===== src/rtl/spi_hold_pkg.sv =====
package spi_hold_pkg;

  typedef enum logic [1:0] {
    ST_IDLE   = 2'd0,
    ST_ACTIVE = 2'd1,
    ST_PEND   = 2'd2,   // pause requested with sck high, waits for next fall
    ST_PAUSED = 2'd3
  } linkState_t;

  typedef struct packed {
    logic start;   // new selection: clear bit count, load transmit byte
    logic clear;   // deselect: drop partial byte
    logic sample;  // rising sck: take one input bit
    logic txEdge;  // falling sck: advance or reload output
  } dpStrobe_t;

endpackage


===== src/rtl/spi_hold_sync.sv =====
module spi_hold_sync #(
  parameter int WIDTH = 4,
  parameter int STAGES = 2,
  parameter logic [WIDTH-1:0] RESET_VAL = '0
) (
  input  logic             clk,
  input  logic             rstN,
  input  logic [WIDTH-1:0] din,
  output logic [WIDTH-1:0] dout
);

  logic [WIDTH-1:0] pipe [STAGES];

  for (genvar g = 0; g < STAGES; g++) begin : g_stage
    if (g == 0) begin : g_first
      always_ff @(posedge clk or negedge rstN) begin
        if (!rstN) pipe[g] <= RESET_VAL;
        else       pipe[g] <= din;
      end
    end else begin : g_next
      always_ff @(posedge clk or negedge rstN) begin
        if (!rstN) pipe[g] <= RESET_VAL;
        else       pipe[g] <= pipe[g-1];
      end
    end
  end

  assign dout = pipe[STAGES-1];

endmodule


===== src/rtl/spi_hold_ctrl.sv =====
module spi_hold_ctrl
  import spi_hold_pkg::*;
(
  input  logic       clk,
  input  logic       rstN,
  input  logic       csS,
  input  logic       sckS,
  input  logic       holdS,
  output dpStrobe_t  strobe,
  output linkState_t state
);

  linkState_t nxt;
  logic csPrev, sckPrev, holdPrev;
  logic csFall, sckRise, sckFall, holdRise;

  // csPrev resets low, matching the synchronizer, so a select held low
  // through reset never looks like a falling edge
  always_ff @(posedge clk or negedge rstN) begin
    if (!rstN) begin
      csPrev   <= 1'b0;
      sckPrev  <= 1'b0;
      holdPrev <= 1'b1;
      state    <= ST_IDLE;
    end else begin
      csPrev   <= csS;
      sckPrev  <= sckS;
      holdPrev <= holdS;
      state    <= nxt;
    end
  end

  assign csFall   = csPrev & ~csS;
  assign sckRise  = sckS & ~sckPrev;
  assign sckFall  = sckPrev & ~sckS;
  assign holdRise = holdS & ~holdPrev;

  always_comb begin
    nxt    = state;
    strobe = '0;
    if (csS) begin
      nxt          = ST_IDLE;
      strobe.clear = (state != ST_IDLE);
    end else begin
      unique case (state)
        ST_IDLE: begin
          if (csFall) begin
            nxt          = ST_ACTIVE;
            strobe.start = 1'b1;
          end
        end
        ST_ACTIVE: begin
          strobe.sample = sckRise;
          strobe.txEdge = sckFall;
          if (!holdS) nxt = sckS ? ST_PEND : ST_PAUSED;
        end
        ST_PEND: begin
          strobe.txEdge = sckFall;
          if (sckFall) nxt = ST_PAUSED;
        end
        ST_PAUSED: begin
          if (holdRise && !sckS) nxt = ST_ACTIVE;
        end
        default: nxt = ST_IDLE;
      endcase
    end
  end

endmodule


===== src/rtl/spi_hold_dp.sv =====
module spi_hold_dp
  import spi_hold_pkg::*;
#(
  parameter int BYTE_BITS = 8
) (
  input  logic                 clk,
  input  logic                 rstN,
  input  dpStrobe_t            strobe,
  input  logic                 sdiS,
  input  logic [BYTE_BITS-1:0] txData,
  output logic [BYTE_BITS-1:0] rxByte,
  output logic                 rxValid,
  output logic                 sdo
);

  localparam int CNT_W = $clog2(BYTE_BITS);
  localparam logic [CNT_W-1:0] LAST_BIT = CNT_W'(BYTE_BITS - 1);

  logic [CNT_W-1:0]     bitCnt;
  logic [BYTE_BITS-1:0] rxShift, txShift, rxNext;

  assign rxNext = {rxShift[BYTE_BITS-2:0], sdiS};

  always_ff @(posedge clk or negedge rstN) begin
    if (!rstN) begin
      bitCnt  <= '0;
      rxShift <= '0;
      txShift <= '0;
      rxByte  <= '0;
      rxValid <= 1'b0;
    end else begin
      rxValid <= 1'b0;
      if (strobe.start || strobe.clear) bitCnt <= '0;
      if (strobe.start) txShift <= txData;
      if (strobe.sample) begin
        rxShift <= rxNext;
        if (bitCnt == LAST_BIT) begin
          bitCnt  <= '0;
          rxByte  <= rxNext;
          rxValid <= 1'b1;
        end else begin
          bitCnt <= bitCnt + 1'b1;
        end
      end
      if (strobe.txEdge) begin
        if (bitCnt == '0) txShift <= txData;
        else              txShift <= {txShift[BYTE_BITS-2:0], 1'b0};
      end
    end
  end

  assign sdo = txShift[BYTE_BITS-1];

endmodule


===== src/rtl/spi_hold_frontend.sv =====
module spi_hold_frontend
  import spi_hold_pkg::*;
#(
  parameter int BYTE_BITS = 8,
  parameter int SYNC_STAGES = 2
) (
  input  logic                 clk,
  input  logic                 rstN,
  input  logic                 csN,
  input  logic                 sck,
  input  logic                 sdi,
  input  logic                 holdN,
  input  logic [BYTE_BITS-1:0] txData,
  output logic [BYTE_BITS-1:0] rxByte,
  output logic                 rxValid,
  output logic                 sdo,
  output logic                 sdoEn,
  output logic                 linkIdle,
  output logic                 linkActive,
  output logic                 linkPaused
);

  logic [3:0] syncOut;
  logic       csS, sckS, holdS, sdiS;
  dpStrobe_t  strobe;
  linkState_t state;

  // reset values: select low (no false edge), sck low, hold released, data low
  spi_hold_sync #(.WIDTH(4), .STAGES(SYNC_STAGES), .RESET_VAL(4'b0010)) u_sync (
    .clk (clk),
    .rstN(rstN),
    .din ({csN, sck, holdN, sdi}),
    .dout(syncOut)
  );

  assign {csS, sckS, holdS, sdiS} = syncOut;

  spi_hold_ctrl u_ctrl (
    .clk   (clk),
    .rstN  (rstN),
    .csS   (csS),
    .sckS  (sckS),
    .holdS (holdS),
    .strobe(strobe),
    .state (state)
  );

  spi_hold_dp #(.BYTE_BITS(BYTE_BITS)) u_dp (
    .clk    (clk),
    .rstN   (rstN),
    .strobe (strobe),
    .sdiS   (sdiS),
    .txData (txData),
    .rxByte (rxByte),
    .rxValid(rxValid),
    .sdo    (sdo)
  );

  assign linkIdle   = (state == ST_IDLE);
  assign linkActive = (state == ST_ACTIVE) || (state == ST_PEND);
  assign linkPaused = (state == ST_PAUSED);
  assign sdoEn      = linkActive;

endmodule


===== config.mk =====
export PLATFORM = sky130hd
export DESIGN_NAME = spi_hold_frontend
export DESIGN_NICKNAME = d
export VERILOG_FILES = /design/src/rtl/spi_hold_pkg.sv /design/src/rtl/spi_hold_sync.sv /design/src/rtl/spi_hold_ctrl.sv /design/src/rtl/spi_hold_dp.sv /design/src/rtl/spi_hold_frontend.sv
export SDC_FILE = /design/constraint.sdc
export NUM_CORES = 1
export LEC_CHECK = 0
export ABC_AREA = 0
export CORE_MARGIN = 2
export CORE_UTILIZATION = 35
export CTS_CLUSTER_SIZE = 14
export DETAILED_ROUTE_END_ITERATION = 16
export GPL_ROUTABILITY_DRIVEN = 0
export GPL_TIMING_DRIVEN = 0
export PLACE_DENSITY = 0.67
export SKIP_LAST_GASP = 1
export SLEW_MARGIN = 20
export SYNTH_ARGS = -nofsm -noshare
export SYNTH_HDL_FRONTEND = slang
export SYNTH_SLANG_ARGS = --single-unit

===== constraint.sdc =====
create_clock -name clk -period 1.95 [get_ports clk]
set_input_delay 0.195 -clock clk [delete_from_list [all_inputs] [get_ports clk]]
set_output_delay 0.195 -clock clk [all_outputs]
set_load 0.05 [all_outputs]

After elaboration in Yosys (flattened, before gate mapping):

Index checks and enable logic that the tools add are counted.

* reduce and logical (&&, ||, !) cells: 12
* $add $sub $neg: 1
* multiplexer cells: 22
* equal/unequal tests: 8
* bitwise operators: 8

Operators by type and width (count)
* 2-to-1 mux 8 bit: 3
* 2-to-1 mux 2 bit: 6
* 2-to-1 mux 1 bit: 9
* 2-to-1 mux 3 bit: 3
* != test 3 x 1 -> 1 bit, second input constant: 3
* one-hot mux 2 bit (4 select lines): 1
* nonzero test 2 bit: 3
* bitwise AND 1 bit: 4
* == test 2 bit, second input constant: 2
* inverter 1 bit: 4
* AND reduction 4 bit: 1
* adder 3 x 1 -> 3 bit, second input constant: 1
* == test 3 bit, second input constant: 1
* zero test 3 bit: 1
* != test 3 x 2 -> 1 bit, second input constant: 1
* == test 2 x 1 -> 1 bit, second input constant: 1
* zero test 2 bit: 1
* logical OR 1 bit: 2
* AND reduction 2 bit: 1
* OR reduction 2 bit: 1
* logical AND 1 bit: 1
* zero test 1 bit: 1

* bits in registers: 40
* logic and storage cells: 62
* output and inout port bits: 14
* input port bits: 14

Longest topological paths before layout:

Gate-level depths: netlist of the first run.

* depth in word-level cells: 8
* mapped depth: 7
* mapped depth without buffers: 6

Hierarchy:

A second synthesis of the first run with hierarchy kept.

* cells, all modules: 128
* area total of the unflattened synthesis: 1705.4 um^2

By module, submodules not included
* spi_hold_dp: cells each 82, seq. area each 675.6 um^2, times used 1, area an instance 1128.6 um^2
* spi_hold_ctrl: cells each 29, seq. area each 126.4 um^2, times used 1, area an instance 304.0 um^2
* spi_hold_sync: cells each 12, seq. area each 202.7 um^2, times used 1, area an instance 232.7 um^2
* spi_hold_frontend: cells each 5, seq. area each 0.0 um^2, times used 1, area an instance 40.0 um^2

Worst setup path before layout of the first run:

OpenSTA, ideal clock, no wires.

* kind: flip-flop to flip-flop
* from: register u_ctrl.state[1]
* to: register u_dp.txShift[1]
* data arrival time: 1930 ps
* library setup time: 118 ps
* slack: -98 ps
* stages on the path, launching flop included: 7
* period minus slack after synthesis: 2048 ps
* cells stage by stage: dfrtp_1 inv_1 ha_1 and4bb_4 a21boi_4 nor2_4 a21o_1

* cells in the longest elaborated chain, start to end: 5
* elaborated cells on any way between the ends: 10
* those cells by class: eq/ne (2); mux (5); reduce/logical (3)

RTL lines
* start, declared: line spi_hold_ctrl.sv:10 `output linkState_t state`
* start signal, assigned: line spi_hold_ctrl.sv:29 `state <= nxt;`
* == test 2 x 1 -> 1 bit / == test 2 bit (equally long branches): line spi_hold_ctrl.sv:45 `unique case (state)`
* OR reduction 2 bit (no line)
* 2-to-1 mux 1 bit: line spi_hold_ctrl.sv:45
* 2-to-1 mux 2 bit: line spi_hold_ctrl.sv:41 `if (csS) begin`
* 2-to-1 mux 8 bit / nonzero test 2 bit (equally long branches)
* end signal, assigned: line spi_hold_dp.sv:34 `if (strobe.start) txShift <= txData;`
* end signal, assigned: line spi_hold_dp.sv:46 `if (bitCnt == '0) txShift <= txData;`
* end signal, assigned: line spi_hold_dp.sv:47 `else txShift <= {txShift[BYTE_BITS-2:0], 1'b0};`
* end, declared: line spi_hold_dp.sv:20 `logic [BYTE_BITS-1:0] rxShift, txShift, rxNext;`

Several ways; a longest one is shown, not always the timed one.
A chain may end at the register's enable or synchronous reset.

Worst setup path in the final report of the first run:

* from: register u_ctrl.state[0]
* to: output port linkActive

* cells in the longest elaborated chain, start to end: 2
* elaborated cells on any way between the ends: 3
* those cells by class: eq/ne (2); reduce/logical (1)

RTL lines
* == test 2 x 1 -> 1 bit / == test 2 bit (equally long branches): line spi_hold_frontend.sv:60 `assign linkActive = (state == ST_ACTIVE) || (state == ST_PEND);`
* logical OR 1 bit (*): line spi_hold_frontend.sv:60
* end, declared: line spi_hold_frontend.sv:19 `output logic linkActive,`

Mark *: on every way between the ends. The rest lies on a longest branch, timed or not.

==> load_flow_metrics.sql, run 1 <==
INSERT INTO impl_metrics (metric_group, metric, value, unit) VALUES
('finish', 'antennaDiodeCount', '0', ''),
('cts', 'clock_pin_slew_of_the_registers_on_the_worst_case_setup_and_hold_paths', '0.07', 'ns'),
('synth', 'ys_ff_latch', '40', ''),
('synth', 'synth.yosys.warnings', '0', ''),
('route', 'route.detailed.vias_per_inst', '4.56', ''),
('route', 'vias', '1022', ''),
('grt', 'grt_first_pass_wirelength', '5.10', 'mm'),
('timing', 'number_of_pins_exceeding_their_max_slew_limit_in_the_final_report', '0', ''),
('grt', 'antenna_found_initial', '0', ''),
('route', 'detailedRoute.firstIterationViolations', '58', ''),
('finish', 'final_util', '47.7', '%'),
('synth', 'synth-seq-area-share', '58.5', '%'),
('finish', 'area_delta_synth_final', '31.0', '%'),
('timing', 'rsz0062_at_grt', 'false', ''),
('cts', 'numClockSinks', '40', ''),
('finish', 'post_route_cells_drive_above_1_share', '26.8', '%'),
('pwr', 'vdd_ir_drop_max', '0.707', 'mV'),
('grt', 'first_global_vias', '1090', ''),
('grt', 'grt_start_max_net_pins', '31', ''),
('timing', 'final.setup.tns', '0', 'ns'),
('setup_path', 'cp_data_arrival_time', '1.64', 'ns'),
('pwr', 'leakage', '1.10', 'nW'),
('cts', 'clock_insertion_delay_worst_skew', '0.29', 'ns'),
('cts', 'ctsHtreeMaxLevel', '2', ''),
('floorplanning', 'die-width', '74.1', 'um'),
('grt', 'all_layer_global_routing_usage', '12.4', '%'),
('synth', 'netlist_area', '1720', 'um2'),
('synth', 'ys.flop_type', 'dfrtp_1', ''),
('timing', 'maxClockFrequency', '0.545', 'GHz'),
('synth', 'post-synth-top-area-cell', 'dfrtp_1', ''),
('floorplanning', 'floorplan.initialDensity', '36.4', '%'),
('timing', 'worst_slew_pin_slew', '0.496', 'ns'),
('finish', 'final-seq-area', '1000', 'um2'),
('setup_path', 'path_max_fanout', '5', ''),
('cts', 'tritoncts.num_buffers', '5', ''),
('floorplanning', 'floorplan.die_area', '5480', 'um2'),
('floorplanning', 'floorplan.core_area', '4720', 'um2'),
('synth', 'net_count_after_synthesis', '140', ''),
('route', 'antenna_left', '0', ''),
('timing', 'report.final.setup_viol', '0', ''),
('floorplanning', 'design.portCount', '28', ''),
('route', 'routed_wire_length_per_instance', '12.7', 'um'),
('grt', 'grt-ovfl-total', '0', ''),
('finish', 'n_fill_cell', '429', ''),
('timing', 'slew_headroom', '66.8', '%'),
('timing', 'timing.clock.skew', '0.00893', 'ns'),
('synth', 'synth-async-reset-ratio', '100', '%'),
('outcome', 'outcome', 'finished, final reports clean', ''),
('cts', 'tritoncts_clock_tree', 'done', ''),
('timing', 'period_minus_slack', '1.83', 'ns'),
('setup_path', 'crit_path_end_kind', 'primary output', ''),
('timing', 'min_period_over_period', '94.1', '%'),
('cts', 'clockRootBuffer', 'clkbuf_8', ''),
('pwr', 'power_per_cell_area', '1210', 'nW/um2'),
('place', 'detailed_place_hpwl', '2.14', 'mm'),
('setup_path', 'critical_path_class', 'reg2out', ''),
('synth', 'synth-edff-count', '0', ''),
('setup_path', 'worstPathRequired', '1.75', 'ns'),
('setup_path', 'critical_path.startpoint_type', 'flip-flop', ''),
('route', 'remaining_drc_errors', '0', ''),
('job', 'max_cap_viol_count', '0', ''),
('finish', 'finish.net_count', '179', ''),
('synth', 'synth_top_cell_area_share', '53.9', '%'),
('synth', 'syn_inst', '117', ''),
('finish', 'multi_input_logic_area', '666', 'um2'),
('route', 'first_pass_iters', '4', ''),
('floorplanning', 'floorplan.die.height', '74.1', 'um'),
('timing', 'final-hold-violation-count', '0', ''),
('hold_path', 'worstHoldPathType', 'in2async', ''),
('synth', 'postSynthAreaPerCell', '14.7', 'um2'),
('place', 'io_buffer_count', '27', ''),
('synth', 'netlist-cell-type-count', '30', ''),
('route', 'finalWirelength', '2.85', 'mm'),
('synth', 'synth.area.top_cells', 'dfrtp_1 54%, mux2_4 7.0%, ha_1 6.6%', ''),
('floorplanning', 'fp-row-count', '25', ''),
('cts', 'cts.path.max_buffers', '2', '');
==> cell usage in the layout, fill, tap and decap left out, drive strengths merged, types with 3 or more instances in the layout <==
| cell | Yosys | layout |
|---|---|---|
| a21o | 7 | 7 |
| a22o | 7 | 7 |
| buf | 3 | 8 |
| clkbuf | 0 | 7 |
| clkdlybuf4s50 | 0 | 22 |
| dfrtp | 37 | 37 |
| dfstp | 3 | 3 |
| ha | 9 | 9 |
| inv | 8 | 8 |
| mux2 | 15 | 15 |
| nand2 | 4 | 4 |
| nor2 | 4 | 4 |
| o31ai | 3 | 3 |
==> cells in the mapped netlist (all sizes together), types with 2 or more instances <==
cell / instances
dfstp: 3
o21ai: 2
nand2b: 2
nor2: 4
a22o: 7
a21o: 7
inv: 8
a31oi: 2
ha: 9
o31ai: 3
a32o: 2
buf: 3
dfrtp: 37
nand2: 4
mux2: 15
==> worst paths after layout <==
path | start | end | slack (ns) | cells past startpoint
hold / removal | rstN | u_sync.dout[3] | 0.31 | 2
max in group asynchronous | rstN | u_ctrl.holdPrev | 1.13 | 3
setup reg to reg | u_ctrl.state[1] | u_dp.rxShift[0] | 0.12 | 6
hold reg to reg | u_sync.pipe[6] | u_sync.dout[2] | 0.35 | 0
setup / recovery | u_ctrl.state[0] | linkActive | 0.12 | 3
min in group clk | holdN | u_sync.pipe[5] | 0.31 | 1
==> registers in the layout, indices dropped and copies added, names as in the netlist <==
| register | cells |
|---|---|
| u_sync.dout | 4 |
| u_ctrl.holdPrev | 1 |
| u_dp.bitCnt | 3 |
| u_dp.rxShift | 7 |
| u_dp.txShift | 8 |
| u_dp.rxByte | 8 |
| u_ctrl.state | 2 |
| u_ctrl.csPrev | 1 |
| u_ctrl.sckPrev | 1 |
| u_dp.rxValid | 1 |
| u_sync.pipe | 4 |
==> critical path, cell delays in order (launching register included) <==
cell and delay [ns]:
dfrtp_1 0.37, inv_1 0.10, ha_2 0.37, clkdlybuf4s15_1 0.51
==> routing by layer <==
metal	vias to the layer above	part of all wire [%]	GRT usage [%]	wire length [um]
li1	493	-	-	-
met1	502	45	15.1	1290
met5	-	0	0	0
met2	24	51	20.9	1450
met3	3	3.1	3.79	89
met4	0	0.77	4.24	22
==> logic make-up after synthesis <==
kind of cell,after synthesis,synth area share (%)
flip-flops,40,58.5
AO/OA/AOI/OAI,26,13.8
buffers and inverters,11,2.91
multiplexers,16,12.2
AND/OR/NAND/NOR,15,6.12
adder cells (fa/ha/maj),9,6.56
==> metrics by stage <==
| stage | worst slack (ns) | instance area, um2 | power [mW] | cells | hold WS [ns] |
|---|---|---|---|---|---|
| final | 0.116 | 2250 | 2.73 | 224 | 0.313 |
| after global routing | 0.00915 | 2250 | 2.90 | 224 | 0.313 |
| after CTS | -0.0625 | 2220 | 2.75 | 221 | 0.301 |
| after detailed placement | -0.0128 | 2090 | 2.07 | 212 | 0.0914 |
| after global placement | -0.229 | 2070 | 2.03 | 211 | 0.333 |
| after floorplan | 0.0307 | 1720 | 1.80 | 117 | -0.101 |
==> where the power goes <==
| part | total, mW | internal (mW) | switching [mW] | leakage, nW |
|---|---|---|---|---|
| sequential | 1.09 | 0.988 | 0.0972 | 0.511 |
| combinational | 0.941 | 0.409 | 0.532 | 0.523 |
| clock | 0.700 | 0.418 | 0.282 | 0.0614 |
==> what timing repair did <==
action,CTS,global route
setup buffers,0,3
setup endpoints to repair,4,14
gates resized for setup,4,4
hold buffers,1,0
endpoints found under the hold margin,10,0
==> cell type report <==
type | instances | area share, %
Sequential cell | 40 | 44.6
Inverter | 8 | 1.33
Clock inverter | 2 | 1.72
Clock buffer | 6 | 3.67
Multi-Input combinational cell | 66 | 29.6
Tap cell | 67 | 3.72
Buffer | 3 | 1.00
Timing Repair Buffer | 32 | 14.3
(Power assumes the default switching activity.)
==> inputs of run 2 (changes only) <==
- CORE_MARGIN: 2 -> default
==> run 2 against run 1 <==
  * Total power up 2.7%
  * Routed wire length grew 0.32%
  * Via count increased by 3.2%
  * Worst hold slack lost 0.015 ns
  * Highest routed layer unchanged
  * Clock power increased by 11%
  * Critical path depth unchanged
  * Critical endpoint unchanged
  * Fmax is 3.1% lower
==> load_flow_metrics.sql, run 2 (synthesis gave the netlist of run 1 again) <==
INSERT INTO impl_metrics (metric_group, metric, value, unit) VALUES
('outcome', 'outcome', 'finished, final reports clean', ''),
('cts', 'tritoncts.num_buffers', '5', ''),
('setup_path', 'cp_top_family', 'buffers and inverters', ''),
('cts', 'clockRootBuffer', 'clkbuf_8', ''),
('hold_path', 'worstHoldPathType', 'in2async', ''),
('place', 'detailed_place.area', '2090', 'um2'),
('timing', 'min_period_over_period', '97.1', '%'),
('cts', 'numClockSinks', '40', ''),
('finish', 'final_util', '47.8', '%'),
('timing', 'worst_slew_pin_slew', '0.504', 'ns'),
('timing', 'maxClockFrequency', '0.528', 'GHz'),
('floorplanning', 'design.portCount', '28', ''),
('finish', 'largest_registers', 'u_dp.rxByte (8), u_dp.txShift (8), u_dp.rxShift (7)', ''),
('cts', 'tritoncts_clock_tree', 'done', ''),
('finish', 'most_frequent_standard_cell_in_the_layout_excluding_fill_and_tap_cells', 'dfrtp_1', ''),
('finish', 'area_delta_synth_final', '31.4', '%'),
('floorplanning', 'floorplan.die.height', '72.1', 'um'),
('finish', 'n_fill_cell', '424', ''),
('route', 'antenna_left', '0', ''),
('grt', 'antenna_found_initial', '0', ''),
('timing', 'report.final.setup_viol', '0', ''),
('setup_path', 'delay_contributed_by_the_slowest_stage_of_the_critical_path', '0.52', 'ns'),
('route', 'first_pass_iters', '4', ''),
('timing', 'rsz0062_at_grt', 'true', ''),
('route', 'remaining_drc_errors', '0', ''),
('grt', 'first_global_vias', '1079', ''),
('pwr', 'power_per_cell_area', '1240', 'nW/um2'),
('timing', 'timing.clock.skew', '0.0127', 'ns'),
('floorplanning', 'fp-row-count', '25', ''),
('finish', 'finish.net_count', '178', ''),
('setup_path', 'critical_path_class', 'reg2out', ''),
('route', 'routed_wire_length_per_instance', '12.8', 'um'),
('setup_path', 'crit_slowest_cell', 'clkdlybuf4s15_1', ''),
('job', 'max_cap_viol_count', '0', ''),
('grt', 'grt_start_max_net_pins', '32', ''),
('grt', 'all_layer_global_routing_usage', '12.0', '%'),
('floorplanning', 'floorplan.core_area', '4720', 'um2'),
('setup_path', 'worstPathRequired', '1.75', 'ns'),
('finish', 'layout.cell_area.non_filler', '2260', 'um2'),
('floorplanning', 'die-width', '72.1', 'um'),
('route', 'detailedRoute.firstIterationViolations', '21', ''),
('finish', 'antennaDiodeCount', '0', ''),
('setup_path', 'worst-path-buf-inv', '2', ''),
('setup_path', 'critical_path.startpoint_type', 'flip-flop', ''),
('cts', 'ctsHtreeMaxLevel', '2', ''),
('cts', 'clock_insertion_delay_worst_skew', '0.28', 'ns'),
('cts', 'cts.path.max_buffers', '2', ''),
('cts', 'clock_pin_slew_of_the_registers_on_the_worst_case_setup_and_hold_paths', '0.08', 'ns'),
('place', 'detailed_place_hpwl', '2.11', 'mm'),
('setup_path', 'crit_path_end_kind', 'primary output', ''),
('timing', 'slew_headroom', '66.3', '%'),
('grt', 'grt_first_pass_wirelength', '4.86', 'mm'),
('place', 'io_buffer_count', '27', ''),
('timing', 'number_of_pins_exceeding_their_max_slew_limit_in_the_final_report', '0', ''),
('route', 'finalWirelength', '2.85', 'mm'),
('setup_path', 'cp_data_arrival_time', '1.70', 'ns'),
('timing', 'fin_hold_ws', '0.298', 'ns'),
('floorplanning', 'floorplan.initialDensity', '36.4', '%'),
('finish', 'final_cell_mix', '37 x dfrtp_1, 22 x clkdlybuf4s50_1, 8 x inv_1, 8 x mux2_4, 8 x ha_1', ''),
('timing', 'period_minus_slack', '1.89', 'ns'),
('timing', 'final-hold-violation-count', '0', ''),
('setup_path', 'worstPathCellList', 'inv_1, ha_2, clkdlybuf4s15_1', ''),
('finish', 'post_route_cells_drive_above_1_share', '26.3', '%'),
('route', 'vias', '1055', ''),
('route', 'route.detailed.vias_per_inst', '4.73', ''),
('floorplanning', 'floorplan.die_area', '5190', 'um2'),
('pwr', 'leakage', '1.10', 'nW'),
('pwr', 'vdd_ir_drop_max', '0.765', 'mV'),
('grt', 'grt-ovfl-total', '0', ''),
('setup_path', 'path_max_fanout', '5', '');
==> run 2: area by class of cell <==
| cell class | count | area, um2 | area share, % |
|---|---|---|---|
| tap | 67 | 83.8 | 3.71 |
| inverter | 8 | 30.0 | 1.33 |
| timing repair buffer | 30 | 300 | 13.3 |
| clock buffer | 6 | 72.6 | 3.22 |
| multi-input combinational | 67 | 683 | 30.3 |
| sequential | 40 | 1000 | 44.5 |
| clock inverter | 2 | 60.1 | 2.66 |
| buffer | 3 | 22.5 | 0.998 |
==> run 2: stage by stage <==
step | cells | setup WS [ns] | total power, mW | setup TNS [ns]
final | 223 | 0.0571 | 2.80 | 0
after global routing | 223 | -0.0400 | 2.96 | -0.156
after CTS | 221 | -0.0712 | 2.83 | -0.0712
after detailed placement | 212 | -0.0334 | 2.08 | -0.0334
after global placement | 211 | -0.240 | 2.03 | -8.80
after floorplan | 117 | 0.0307 | 1.80 | 0
==> run 2: final timing paths <==
| path | from | to | slack [ns] | depth (start not counted) |
|---|---|---|---|---|
| max in group asynchronous | rstN | u_sync.dout[1] | 1.13 | 3 |
| min | rstN | u_dp.rxValid | 0.30 | 2 |
| min in group clk | holdN | u_sync.pipe[5] | 0.32 | 1 |
| max | u_ctrl.state[0] | linkActive | 0.06 | 3 |
| max reg2reg | u_ctrl.state[1] | u_dp.rxShift[1] | 0.10 | 6 |
| min reg2reg | u_sync.pipe[7] | u_sync.dout[3] | 0.36 | 0 |
==> run 2: per-layer routing <==
layer,GRT usage [%],vias up,share of wire (%)
li1,-,494,-
met1,14.6,530,43
met2,20.4,27,51
met3,3.61,4,4.6
met4,3.92,0,0.98
met5,0,-,0
==> run 2: power breakdown <==
part / internal, mW / switching [mW] / total, mW
combinational: 0.400 / 0.528 / 0.927
clock: 0.511 / 0.264 / 0.776
sequential: 0.988 / 0.109 / 1.10
total: 1.90 / 0.901 / 2.80
==> run 2: timing repair <==
item | 4_1_cts | 5_1_grt
buffers inserted | 0 | 1
endpoints found under the hold margin | 9 | 0
hold buffers | 1 | 0
gates resized for setup | 3 | 7
cloned | 0 | 1
setup endpoints to repair | 3 | 23
==> inputs of run 3 (changes only) <==
- ABC_AREA: 0 -> default
- CORE_UTILIZATION: 35 -> 40
- PLACE_DENSITY: 0.67 -> 0.74
==> run 3 against run 2 <==
  * Worst hold slack gained 0.0051 ns
  * Via count shrank 0.47%
  * Count of clock-buffer cells in the layout grew 1
  * Die area shrank 12%
  * Sequential power is essentially flat
  * Clock power shrank 5.0%
  * Clock skew shrank 0.0031 ns
  * Core utilization grew 7.9 points
  * Sequential share of layout area shrank 0.074 points
  * Global-route usage grew 3.7 points
  * Critical path depth is the same
==> load_flow_metrics.sql, run 3 (synthesis gave the netlist of run 1 again) <==
INSERT INTO impl_metrics (metric_group, metric, value, unit) VALUES
('place', 'io_buffer_count', '27', ''),
('route', 'remaining_drc_errors', '0', ''),
('pwr', 'vdd_ir_drop_max', '1.11', 'mV'),
('setup_path', 'critical_path_class', 'reg2out', ''),
('grt', 'met2_usage', '23.8', '%'),
('timing', 'worst_slew_pin_slew', '0.506', 'ns'),
('outcome', 'outcome', 'finished, final reports clean', ''),
('cts', 'numClockSinks', '40', ''),
('cts', 'ctsHtreeMaxLevel', '2', ''),
('grt', 'fraction_of_met3_tracks_used_by_global_routing', '5.07', '%'),
('timing', 'maxClockFrequency', '0.515', 'GHz'),
('timing', 'report.final.setup_viol', '0', ''),
('cts', 'clock_pin_slew_of_the_registers_on_the_worst_case_setup_and_hold_paths', '0.07', 'ns'),
('grt', 'grt_start_max_net_pins', '23', ''),
('setup_path', 'crit_path_end_kind', 'primary output', ''),
('setup_path', 'crit_slowest_cell', 'dlygate4sd2_1', ''),
('timing', 'final-hold-violation-count', '0', ''),
('finish', 'most_frequent_standard_cell_in_the_layout_excluding_fill_and_tap_cells', 'dfrtp_1', ''),
('route', 'route.detailed.vias_per_inst', '5.00', ''),
('cts', 'cts.path.max_buffers', '2', ''),
('setup_path', 'worstPathRequired', '1.75', 'ns'),
('grt', 'all_layer_global_routing_usage', '15.7', '%'),
('grt', 'grt_first_pass_wirelength', '5.02', 'mm'),
('timing', 'fin_hold_ws', '0.303', 'ns'),
('route', 'first_pass_iters', '4', ''),
('place', 'place_worst_setup_slack', '-0.0291', 'ns'),
('setup_path', 'cp_data_arrival_time', '1.75', 'ns'),
('hold_path', 'worstHoldPathType', 'in2reg', ''),
('grt', 'antenna_found_initial', '0', ''),
('finish', 'area_delta_synth_final', '31.6', '%'),
('timing', 'period_minus_slack', '1.94', 'ns'),
('grt', 'first_global_vias', '1114', ''),
('route', 'routed_wire_length_per_instance', '14.5', 'um'),
('floorplanning', 'die-width', '67.5', 'um'),
('timing', 'slew_headroom', '66.1', '%'),
('finish', 'final_util', '55.7', '%'),
('floorplanning', 'floorplan.die.height', '67.5', 'um'),
('finish', 'n_fill_cell', '316', ''),
('finish', 'post_route_cells_drive_above_1_share', '28.7', '%'),
('route', 'antenna_left', '0', ''),
('timing', 'min_period_over_period', '99.6', '%'),
('grt', 'globalRouteMet1Util', '18.9', '%'),
('setup_path', 'critical_path.startpoint_type', 'flip-flop', ''),
('pwr', 'leakage', '1.11', 'nW'),
('pwr', 'power_per_cell_area', '1230', 'nW/um2'),
('floorplanning', 'design.portCount', '28', ''),
('timing', 'number_of_pins_exceeding_their_max_slew_limit_in_the_final_report', '0', ''),
('place', 'detailed_place_hpwl', '2.12', 'mm'),
('finish', 'antennaDiodeCount', '0', ''),
('floorplanning', 'fp-row-count', '23', ''),
('cts', 'tritoncts.num_buffers', '5', ''),
('finish', 'final_cell_mix', '37 x dfrtp_1, 22 x clkdlybuf4s50_1', ''),
('job', 'max_cap_viol_count', '0', ''),
('setup_path', 'worstPathCellList', 'inv_1, ha_2, dlygate4sd2_1', ''),
('setup_path', 'delay_contributed_by_the_slowest_stage_of_the_critical_path', '0.54', 'ns'),
('pwr', 'total_power', '2.79', 'mW'),
('finish', 'finish.net_count', '182', ''),
('route', 'vias', '1050', ''),
('route', 'finalWirelength', '3.04', 'mm'),
('finish', 'largest_registers', 'u_dp.rxByte (8), u_dp.txShift (8), u_dp.rxShift (7)', ''),
('route', 'detailedRoute.firstIterationViolations', '30', ''),
('floorplanning', 'floorplan.initialDensity', '42.3', '%'),
('timing', 'timing.clock.skew', '0.00962', 'ns'),
('timing', 'rsz0062_at_grt', 'true', ''),
('cts', 'clock_insertion_delay_worst_skew', '0.30', 'ns'),
('floorplanning', 'floorplan.core_area', '4060', 'um2'),
('cts', 'clockRootBuffer', 'clkbuf_8', ''),
('setup_path', 'path_max_fanout', '5', ''),
('grt', 'grt_busiest_layer', 'met2', ''),
('floorplanning', 'floorplan.die_area', '4560', 'um2'),
('grt', 'grt-ovfl-total', '0', ''),
('cts', 'tritoncts_clock_tree', 'done', ''),
('timing', 'final.setup.tns', '0', 'ns'),
('timing', 'fin_ws', '0.00843', 'ns');
==> run 3: cell types whose count changed in the layout (fill, tap and decap cells not counted) <==
cell             before  now
dlygate4sd2_1         0    3
dlymetal6s2s_1        1    0
clkdlybuf4s15_1       2    0
buf_16                0    1
bufinv_16             2    1
buf_12                1    0
clkbuf_8              5    7
buf_4                 4    8
clkbuf_1              1    0
==> run 3: critical path, delay by kind of cell (launching register included) <==
family / cells / cell delay (ns)
buffers and inverters: 2 / 0.66
flip-flops: 1 / 0.41
adder cells (fa/ha/maj): 1 / 0.39
==> run 3: per-stage QoR <==
step | cells | instance area [um2]
5_1_grt | 210 | 2260
3_3_place_gp | 194 | 2050
6_report | 210 | 2260
2_1_floorplan | 117 | 1720
3_5_place_dp | 195 | 2080
4_1_cts | 207 | 2230
==> run 3: power by group <==
group,internal (mW),switching [mW],total [mW]
Combinational,0.406,0.550,0.956
Sequential,0.988,0.107,1.09
Clock,0.451,0.285,0.737
==> run 3: layout make-up <==
cell class                 count  area, um2  area share, %
clock buffer                   7       96.3           4.26
tap                           50       62.6           2.77
timing repair buffer          34        332           14.7
sequential                    40       1000           44.4
inverter                       8       30.0           1.33
clock inverter                 1       30.0           1.33
buffer                         3       22.5          0.996
multi-input combinational     67        683           30.2
==> run 3: routing by layer <==
| layer | up-vias | part of all wire, % |
|---|---|---|
| li1 | 503 | - |
| met2 | 22 | 49 |
| met3 | 11 | 3.7 |
| met4 | 0 | 3.0 |
| met1 | 514 | 45 |
| met5 | - | 0 |
==> run 3: final timing paths <==
check	startpoint	to	slack, ns	depth (start not counted)
setup / recovery	u_ctrl.state[0]	linkActive	0.008	3
hold / removal	holdN	u_sync.pipe[5]	0.30	1
setup reg to reg	u_ctrl.state[0]	u_dp.txShift[1]	0.08	6
min in group asynchronous	rstN	u_dp.txShift[3]	0.38	2
hold reg to reg	u_sync.pipe[7]	u_sync.dout[3]	0.36	0
max in group asynchronous	rstN	u_sync.dout[1]	1.02	3
==> run 3: what timing repair did <==
item / in CTS / in global routing
pin swaps: 0 / 0
setup buffers: 3 / 2
setup endpoints to repair: 5 / 21
gates cloned: 0 / 1
gates resized for setup: 4 / 4
endpoints found under the hold margin: 18 / 0
hold buffers: 1 / 0
